==> config.mk <==
export PLATFORM = sky130hd
export DESIGN_NAME = dma3_engine
export DESIGN_NICKNAME = d
export VERILOG_FILES = /design/src/rtl/dma3_pkg.sv /design/src/rtl/dma3_channel.sv /design/src/rtl/dma3_arbiter.sv /design/src/rtl/dma3_mover.sv /design/src/rtl/dma3_engine.sv
export SDC_FILE = /design/constraint.sdc
export NUM_CORES = 1
export LEC_CHECK = 0
export ABC_AREA = 1
export BUFFER_PORTS_ARGS = -buffer_cell sky130_fd_sc_hd__buf_2
export CAP_MARGIN = 10
export CORE_ASPECT_RATIO = 0.75
export CORE_UTILIZATION = 43
export CTS_BUF_LIST = sky130_fd_sc_hd__clkbuf_8
export CTS_CLUSTER_DIAMETER = 40
export CTS_CLUSTER_SIZE = 16
export DETAILED_ROUTE_END_ITERATION = 12
export GPL_TIMING_DRIVEN = 0
export SLEW_MARGIN = 20
export SYNTH_ARGS = -nofsm -noshare
export SYNTH_HDL_FRONTEND = slang
export SYNTH_SLANG_ARGS = --single-unit
==> constraint.sdc <==
create_clock -name clk_i -period 1.9 [get_ports clk_i]
set_input_delay 0.285 -clock clk_i [delete_from_list [all_inputs] [get_ports clk_i]]
set_output_delay 0.285 -clock clk_i [all_outputs]
set_load 0.05 [all_outputs]
==> src/rtl/dma3_pkg.sv <==
package dma3_pkg;
  localparam int NUM_SRC  = 7;  // hardware trigger inputs
  localparam int SEL_W    = 3;
  localparam int STEP_W   = 3;
  localparam logic [SEL_W-1:0] SEL_SOFT = 3'd7;

  localparam logic [2:0] OFF_SRC  = 3'd0;
  localparam logic [2:0] OFF_DST  = 3'd1;
  localparam logic [2:0] OFF_CNT  = 3'd2;
  localparam logic [2:0] OFF_STEP = 3'd3;
  localparam logic [2:0] OFF_CTRL = 3'd4;
  localparam logic [2:0] OFF_TSEL = 3'd5;

  typedef enum logic [1:0] {
    MV_IDLE = 2'd0,
    MV_RD   = 2'd1,
    MV_WR   = 2'd2
  } mv_state_e;
endpackage

==> src/rtl/dma3_channel.sv <==
module dma3_channel
  import dma3_pkg::*;
#(
  parameter int CNT_W  = 12,
  parameter int ADDR_W = 27
) (
  input  logic              clk_i,
  input  logic              rst_ni,
  input  logic              wr_i,
  input  logic [2:0]        off_i,
  input  logic [31:0]       wdata_i,
  output logic [31:0]       rdata_o,
  input  logic [NUM_SRC-1:0] trig_i,
  input  logic              step_i,
  output logic              busy_o,
  output logic              done_o,
  output logic [ADDR_W-1:0] src_o,
  output logic [ADDR_W-1:0] dst_o
);
  localparam int REM_W = CNT_W + 1;

  logic [ADDR_W-1:0] src_q, dst_q;
  logic [CNT_W-1:0]  cnt_q;
  logic              sstep_q;
  logic [STEP_W-1:0] dstep_q;
  logic              en_q, start_q, busy_q, done_q;
  logic [SEL_W-1:0]  tsel_q;
  logic [REM_W-1:0]  rem_q;
  logic [NUM_SRC-1:0] trig_q;

  logic [NUM_SRC-1:0] rise;
  logic [NUM_SRC:0]   src_vec;
  logic               fire, last;
  logic [7:0]         dinc;

  assign rise    = trig_i & ~trig_q;
  assign src_vec = {start_q, rise};
  assign fire    = en_q & ~busy_q & src_vec[tsel_q];
  assign last    = (rem_q <= REM_W'(4));
  assign dinc    = (dstep_q == '0) ? 8'd0 : (8'd1 << dstep_q);

  always_ff @(posedge clk_i or negedge rst_ni) begin
    if (!rst_ni) begin
      src_q   <= '0;
      dst_q   <= '0;
      cnt_q   <= '0;
      sstep_q <= 1'b0;
      dstep_q <= '0;
      en_q    <= 1'b0;
      start_q <= 1'b0;
      tsel_q  <= '0;
      busy_q  <= 1'b0;
      done_q  <= 1'b0;
      rem_q   <= '0;
      trig_q  <= '0;
    end else begin
      trig_q <= trig_i;
      done_q <= 1'b0;
      if (wr_i) begin
        case (off_i)
          OFF_SRC:  src_q <= wdata_i[ADDR_W-1:0];
          OFF_DST:  dst_q <= wdata_i[ADDR_W-1:0];
          OFF_CNT:  cnt_q <= wdata_i[CNT_W-1:0];
          OFF_STEP: begin
            sstep_q <= wdata_i[8];
            dstep_q <= wdata_i[STEP_W-1:0];
          end
          OFF_CTRL: begin
            en_q <= wdata_i[8];
            if (!busy_q) start_q <= wdata_i[0];
          end
          OFF_TSEL: tsel_q <= wdata_i[SEL_W-1:0];
          default: ;
        endcase
      end
      if (fire) begin
        busy_q  <= 1'b1;
        start_q <= 1'b0;
        rem_q   <= (cnt_q == '0) ? {1'b1, {CNT_W{1'b0}}} : {1'b0, cnt_q};
      end
      if (step_i) begin
        src_q <= src_q + (sstep_q ? ADDR_W'(4) : ADDR_W'(0));
        dst_q <= dst_q + ADDR_W'(dinc);
        rem_q <= rem_q - REM_W'(4);
        if (last) begin
          busy_q <= 1'b0;
          done_q <= 1'b1;
        end
      end
    end
  end

  always_comb begin
    rdata_o = '0;
    case (off_i)
      OFF_SRC:  rdata_o = 32'(src_q);
      OFF_DST:  rdata_o = 32'(dst_q);
      OFF_CNT:  rdata_o = 32'(cnt_q);
      OFF_STEP: rdata_o = {23'd0, sstep_q, 5'd0, dstep_q};
      OFF_CTRL: rdata_o = {23'd0, en_q, 3'd0, busy_q, 3'd0, start_q};
      OFF_TSEL: rdata_o = {29'd0, tsel_q};
      default:  rdata_o = '0;
    endcase
  end

  assign busy_o = busy_q;
  assign done_o = done_q;
  assign src_o  = src_q;
  assign dst_o  = dst_q;

  assert_step_busy_R7: assert property (@(posedge clk_i) disable iff (!rst_ni)
    step_i |-> busy_q);
  assert_rem_live_R7: assert property (@(posedge clk_i) disable iff (!rst_ni)
    busy_q |-> rem_q != '0);
  assert_done_idle_R8: assert property (@(posedge clk_i) disable iff (!rst_ni)
    done_q |-> !busy_q);
  assert_start_clear_R10: assert property (@(posedge clk_i) disable iff (!rst_ni)
    $rose(busy_q) |-> !start_q);
  assert_enable_R2: assert property (@(posedge clk_i) disable iff (!rst_ni)
    $rose(busy_q) |-> $past(en_q));
endmodule

==> src/rtl/dma3_arbiter.sv <==
module dma3_arbiter #(
  parameter int N = 3
) (
  input  logic [N-1:0] req_i,
  output logic [N-1:0] gnt_o
);
  always_comb begin
    gnt_o = '0;
    for (int i = N - 1; i >= 0; i--) begin
      if (req_i[i]) begin
        gnt_o    = '0;
        gnt_o[i] = 1'b1;
      end
    end
  end
endmodule

==> src/rtl/dma3_mover.sv <==
module dma3_mover
  import dma3_pkg::*;
#(
  parameter int N      = 3,
  parameter int ADDR_W = 27
) (
  input  logic                     clk_i,
  input  logic                     rst_ni,
  input  logic [N-1:0]             gnt_i,
  input  logic [N-1:0][ADDR_W-1:0] src_i,
  input  logic [N-1:0][ADDR_W-1:0] dst_i,
  output logic [N-1:0]             step_o,
  output logic                     mem_req_o,
  output logic                     mem_we_o,
  output logic [ADDR_W-1:0]        mem_addr_o,
  output logic [31:0]              mem_wdata_o,
  input  logic [31:0]              mem_rdata_i,
  input  logic                     mem_ack_i
);
  mv_state_e         state_q;
  logic [N-1:0]      sel_q;
  logic [ADDR_W-1:0] addr_q;
  logic [31:0]       data_q;
  logic [ADDR_W-1:0] src_pick, dst_pick;

  always_comb begin
    src_pick = '0;
    dst_pick = '0;
    for (int i = 0; i < N; i++) begin
      if (gnt_i[i]) src_pick |= src_i[i];
      if (sel_q[i]) dst_pick |= dst_i[i];
    end
  end

  always_ff @(posedge clk_i or negedge rst_ni) begin
    if (!rst_ni) begin
      state_q <= MV_IDLE;
      sel_q   <= '0;
      addr_q  <= '0;
      data_q  <= '0;
    end else begin
      case (state_q)
        MV_IDLE: if (|gnt_i) begin
          sel_q   <= gnt_i;
          addr_q  <= src_pick;
          state_q <= MV_RD;
        end
        MV_RD: if (mem_ack_i) begin
          data_q  <= mem_rdata_i;
          addr_q  <= dst_pick;
          state_q <= MV_WR;
        end
        MV_WR: if (mem_ack_i) state_q <= MV_IDLE;
        default: state_q <= MV_IDLE;
      endcase
    end
  end

  assign step_o      = (state_q == MV_WR && mem_ack_i) ? sel_q : '0;
  assign mem_req_o   = (state_q != MV_IDLE);
  assign mem_we_o    = (state_q == MV_WR);
  assign mem_addr_o  = addr_q;
  assign mem_wdata_o = data_q;

  assert_req_hold_R11: assert property (@(posedge clk_i) disable iff (!rst_ni)
    (mem_req_o && !mem_ack_i) |=> (mem_req_o && $stable(mem_addr_o) && $stable(mem_we_o)));
  assert_rd_then_wr_R4: assert property (@(posedge clk_i) disable iff (!rst_ni)
    (mem_req_o && !mem_we_o && mem_ack_i) |=> (mem_req_o && mem_we_o));
  assert_sel_onehot_R9: assert property (@(posedge clk_i) disable iff (!rst_ni)
    mem_req_o |-> $onehot(sel_q));
endmodule

==> src/rtl/dma3_engine.sv <==
module dma3_engine
  import dma3_pkg::*;
#(
  parameter int NCH    = 3,
  parameter int ADDR_W = 27,
  parameter int CNT0_W = 20,
  parameter int CNTN_W = 12
) (
  input  logic              clk_i,
  input  logic              rst_ni,
  input  logic              reg_wr_i,
  input  logic [6:0]        reg_addr_i,
  input  logic [31:0]       reg_wdata_i,
  output logic [31:0]       reg_rdata_o,
  input  logic [6:0]        trig_i,
  output logic              mem_req_o,
  output logic              mem_we_o,
  output logic [ADDR_W-1:0] mem_addr_o,
  output logic [31:0]       mem_wdata_o,
  input  logic [31:0]       mem_rdata_i,
  input  logic              mem_ack_i,
  output logic [NCH-1:0]    done_o
);
  logic [1:0] bank;
  logic [2:0] off;
  assign bank = reg_addr_i[6:5];
  assign off  = reg_addr_i[4:2];

  logic [NCH-1:0][31:0]       ch_rdata;
  logic [NCH-1:0][ADDR_W-1:0] ch_src, ch_dst;
  logic [NCH-1:0]             busy, gnt, step;

  for (genvar c = 0; c < NCH; c++) begin : g_ch
    localparam int CW = (c == 0) ? CNT0_W : CNTN_W;
    dma3_channel #(.CNT_W(CW), .ADDR_W(ADDR_W)) u_ch (
      .clk_i   (clk_i),
      .rst_ni  (rst_ni),
      .wr_i    (reg_wr_i && (bank == 2'(c))),
      .off_i   (off),
      .wdata_i (reg_wdata_i),
      .rdata_o (ch_rdata[c]),
      .trig_i  (trig_i),
      .step_i  (step[c]),
      .busy_o  (busy[c]),
      .done_o  (done_o[c]),
      .src_o   (ch_src[c]),
      .dst_o   (ch_dst[c])
    );
  end

  always_comb begin
    reg_rdata_o = '0;
    for (int c = 0; c < NCH; c++)
      if (bank == 2'(c)) reg_rdata_o = ch_rdata[c];
  end

  dma3_arbiter #(.N(NCH)) u_arb (
    .req_i (busy),
    .gnt_o (gnt)
  );

  dma3_mover #(.N(NCH), .ADDR_W(ADDR_W)) u_mv (
    .clk_i       (clk_i),
    .rst_ni      (rst_ni),
    .gnt_i       (gnt),
    .src_i       (ch_src),
    .dst_i       (ch_dst),
    .step_o      (step),
    .mem_req_o   (mem_req_o),
    .mem_we_o    (mem_we_o),
    .mem_addr_o  (mem_addr_o),
    .mem_wdata_o (mem_wdata_o),
    .mem_rdata_i (mem_rdata_i),
    .mem_ack_i   (mem_ack_i)
  );

  assert_gnt_onehot_R9: assert property (@(posedge clk_i) disable iff (!rst_ni)
    $onehot0(gnt));
  assert_gnt_prio_R9: assert property (@(posedge clk_i) disable iff (!rst_ni)
    (|gnt) |-> (((gnt - 1'b1) & busy) == '0));
  assert_step_onehot_R9: assert property (@(posedge clk_i) disable iff (!rst_ni)
    $onehot0(step));
endmodule

==> results.cfg <==
[routing]
ant_nets = 0
drt-pass1-iter-count = 8
drt-total-wl_mm = 120
post_drt_wl_per_cell_um = 24.9
vias_per_cell = 5.94
drc_errors = 0
vias = 28700
drt-initial-drc-count = 3632

[min_path]
holdCritPathClass = in -> async

[setup_path]
critPathCapture = reg_rdata_o[18]
arrival_ps = 2200
required_ps = 1620
worstPathMaxFanout = 4
cp-end-kind = primary output
cp-start-kind = flip-flop
cpPeakStageDelay_ps = 460
crit_chain = inv_1, nor2_1, o21ai_2, nand3_2, buf_6
r2r-end = g_ch[2].u_ch.dst_o[8]
r2r_cells = 12
r2r_slack_ps = -330
crit_start = g_ch[0].u_ch.cnt_q[18]
crit_type = reg -> out
slowest_stage = dfrtp_1
r2r-start = g_ch[2].u_ch.dstep_q[1]

[synthesis]
syn_area_per_cell_sq_um = 6.85
synth_compound_area_frac = 0.171
synth_mux_area_frac = 0
synth_cell_types = 44
synthAdderAreaFrac = 0.0201
seq_area_frac_synth = 0.379
synth_edf_count = 0
synthArstFlopShare = 1.00
yosys.area_share.xor_xnor = 0.0201
synth-simple-area-share = 0.313
synthesis.area_sq_um = 23500
synth_seq_cells = 357
yosys_warnings = 0
syn_inst = 3439
synth_top_family_by_area = simple AND/OR/NAND/NOR gates
synth_ff_type = dfrtp_1

[sta]
max_freq_mhz = 402
worst_pin_slew_ps = 1150
relSlewSlack = 0.231
slew_violations = 0
rsz0062_at_grt = true
fin_ws_ps = -588
hold_ws_ps = 45.1
fin_crit_ps = 2490
setup_viol_count_final = 114
final.period_utilization = 1.31
finalHoldViolCount = 0
finalClockSkew_ps = 24.6

[place]
place_congestion = 1.03
dpl_cell_area_sq_um = 25500
dp_hpwl_mm = 85.0
dpl.cell_count = 4323
portBuffers = 164

[floorplanning]
die_y_um = 205
die_w_um = 272
initial_core_util = 0.440
rows = 73
ios = 178
die_area_sq_um = 55700
coreArea_sq_um = 53500

[run_status]
status = finished with violations
violations = negative setup slack

[grt]
grt_max_degree = 89
grt-ovfl-total = 0
antenna_found_initial = 3
groute.usage.overall = 0.412
grt_pass1_wl_mm = 169
first_global_vias = 25900

[clocking]
cts_sinks = 357
clock_path_buffers = 3
clock_latency_ps = 730
cts_tree = yes
htreeDepth = 2
clk_pin_slew_ps = 90
cts_made_buffers = 61
ctsRootBufferMaster = clkbuf_8

[finish]
final_layout_size_suffix_gt1_frac = 0.352
fin_cells = 4825
fin_nets = 4176
post-route-cell-area_sq_um = 34100
syn2layout_area_growth_pct = 45.0

[power_and_ir_drop]
ir_worst_vdd_mv = 1.03
p_leak_nw = 16.2
total_power_mw = 52.9
powerDensity_nw_per_um2 = 1550

[flow_run]
cap_violations = 0
worst max-delay path, delay by kind of cell (launching register included):
kind                   cells  cell delay, ps
AO/OA/AOI/OAI              1             250
buffers and inverters      2             240
flip-flops                 1             460
AND/OR/NAND/NOR            2             520
worst min-delay path by stage:
stage,start,to,cells after the start
2_1_floorplan,rst_ni,async pin,0
6_report,rst_ni,g_ch[0].u_ch.rem_q[9],2
3_5_place_dp,rst_ni,g_ch[0].u_ch.rem_q[9],1
3_3_place_gp,trig_i[0],g_ch[2].u_ch.trig_q[0],1
4_1_cts,rst_ni,g_ch[0].u_ch.rem_q[9],2
5_1_grt,rst_ni,g_ch[0].u_ch.rem_q[9],2
layout make-up:
cell class                      count  area [sq um]
Fill cell                        4775         19400
Multi-Input combinational cell   2525         15600
Sequential cell                   357          9000
Timing Repair Buffer              552          4550
Inverter                          423          1710
Buffer                            138          1020
Tap cell                          712           891
Clock buffer                       64           881
Clock inverter                     50           499
Antenna cell                        4          10.0
power breakdown:
group | switching, mW | leakage (nW) | internal, mW
clock network | 4.23 | 0.688 | 3.94
logic | 19.9 | 11.2 | 11.3
registers | 2.93 | 4.37 | 10.6
sequential cells by signal (all words and copies together) (netlist names), named ones only:
signal / flops
g_ch.u_ch.tsel_q: 9
g_ch.u_ch.cnt_q: 44
g_ch.u_ch.dst_o: 78
g_ch.u_ch.dstep_q: 9
u_mv.mem_addr_o: 27
u_mv.state_q: 2
g_ch.u_ch.busy_o: 3
g_ch.u_ch.sstep_q: 3
g_ch.u_ch.src_o: 81
g_ch.u_ch.done_o: 3
u_mv.mem_wdata_o: 32
g_ch.u_ch.rem_q: 47
g_ch.u_ch.en_q: 3
u_mv.sel_q: 3
g_ch.u_ch.trig_q: 7
g_ch.u_ch.start_q: 3
logic make-up after synthesis:
| kind of cell | Yosys count |
|---|---|
| flip-flops | 357 |
| AO/OA/AOI/OAI | 650 |
| buffers and inverters | 563 |
| other | 1 |
| XOR/XNOR | 54 |
| adder cells (fa/ha/maj) | 36 |
| AND/OR/NAND/NOR | 1778 |
what timing repair did:
item                       CTS  global route
hold buffers                54             0
setup endpoints to repair  286           240
pin swaps                  160           200
hold endpoints to repair   333             0
gates cloned                 2             3
buffers inserted           189           143
gates resized for setup    768           521
through the flow:
stage	setup WS (ps)	utilization	TNS, ps
floorplan	-150	-	-351
global placement	-6960	0.474	-2552120
detailed placement	-1320	0.476	-86650
CTS	-472	0.581	-19480
global route	-523	0.638	-29420
finish	-588	0.638	-23500
routing by layer:
metal	global-route usage	part of all wire
met1	0.578	0.40
met2	0.581	0.41
met3	0.154	0.15
met4	0.130	0.038
met5	0	0.000075
placed cells by master (no fill, tap or decap), drive strengths merged:
cell	count
diode	4
clkinv	23
nand3b	9
a21o	9
fa	3
nor2	255
o22ai	162
nand2	1106
and2	3
nand4	34
ha	33
a22oi	6
nand3	286
dlygate4sd3	54
o211ai	64
o221ai	68
bufinv	4
buf	578
xor2	41
conb	5
a21boi	4
clkbuf	122
nor3	68
nor2b	1
nor4	11
xnor2	13
o2111ai	2
clkinvlp	12
inv	434
dfrtp	357
a21oi	86
o21ai	220
or2	7
o21bai	29
synthesized netlist by cell type, types with 10 or more instances:
cell	number	share of area
nor4_1	11	0.0029
o21ai_0	207	0.044
dfrtp_1	357	0.38
xnor2_1	13	0.0048
o211ai_1	64	0.020
o221ai_1	68	0.025
o22ai_1	162	0.043
buf_2	51	0.011
nor2_1	249	0.040
nor3_1	67	0.014
ha_1	33	0.018
xor2_1	41	0.015
nand3_1	282	0.060
buf_4	10	0.0032
buf_1	17	0.0027
clkbuf_1	56	0.0089
o21bai_1	29	0.0092
nand4_1	34	0.0090
nand2_1	1098	0.18
a21oi_1	86	0.018
inv_1	411	0.066
Power figures use the tool's default switching activity.
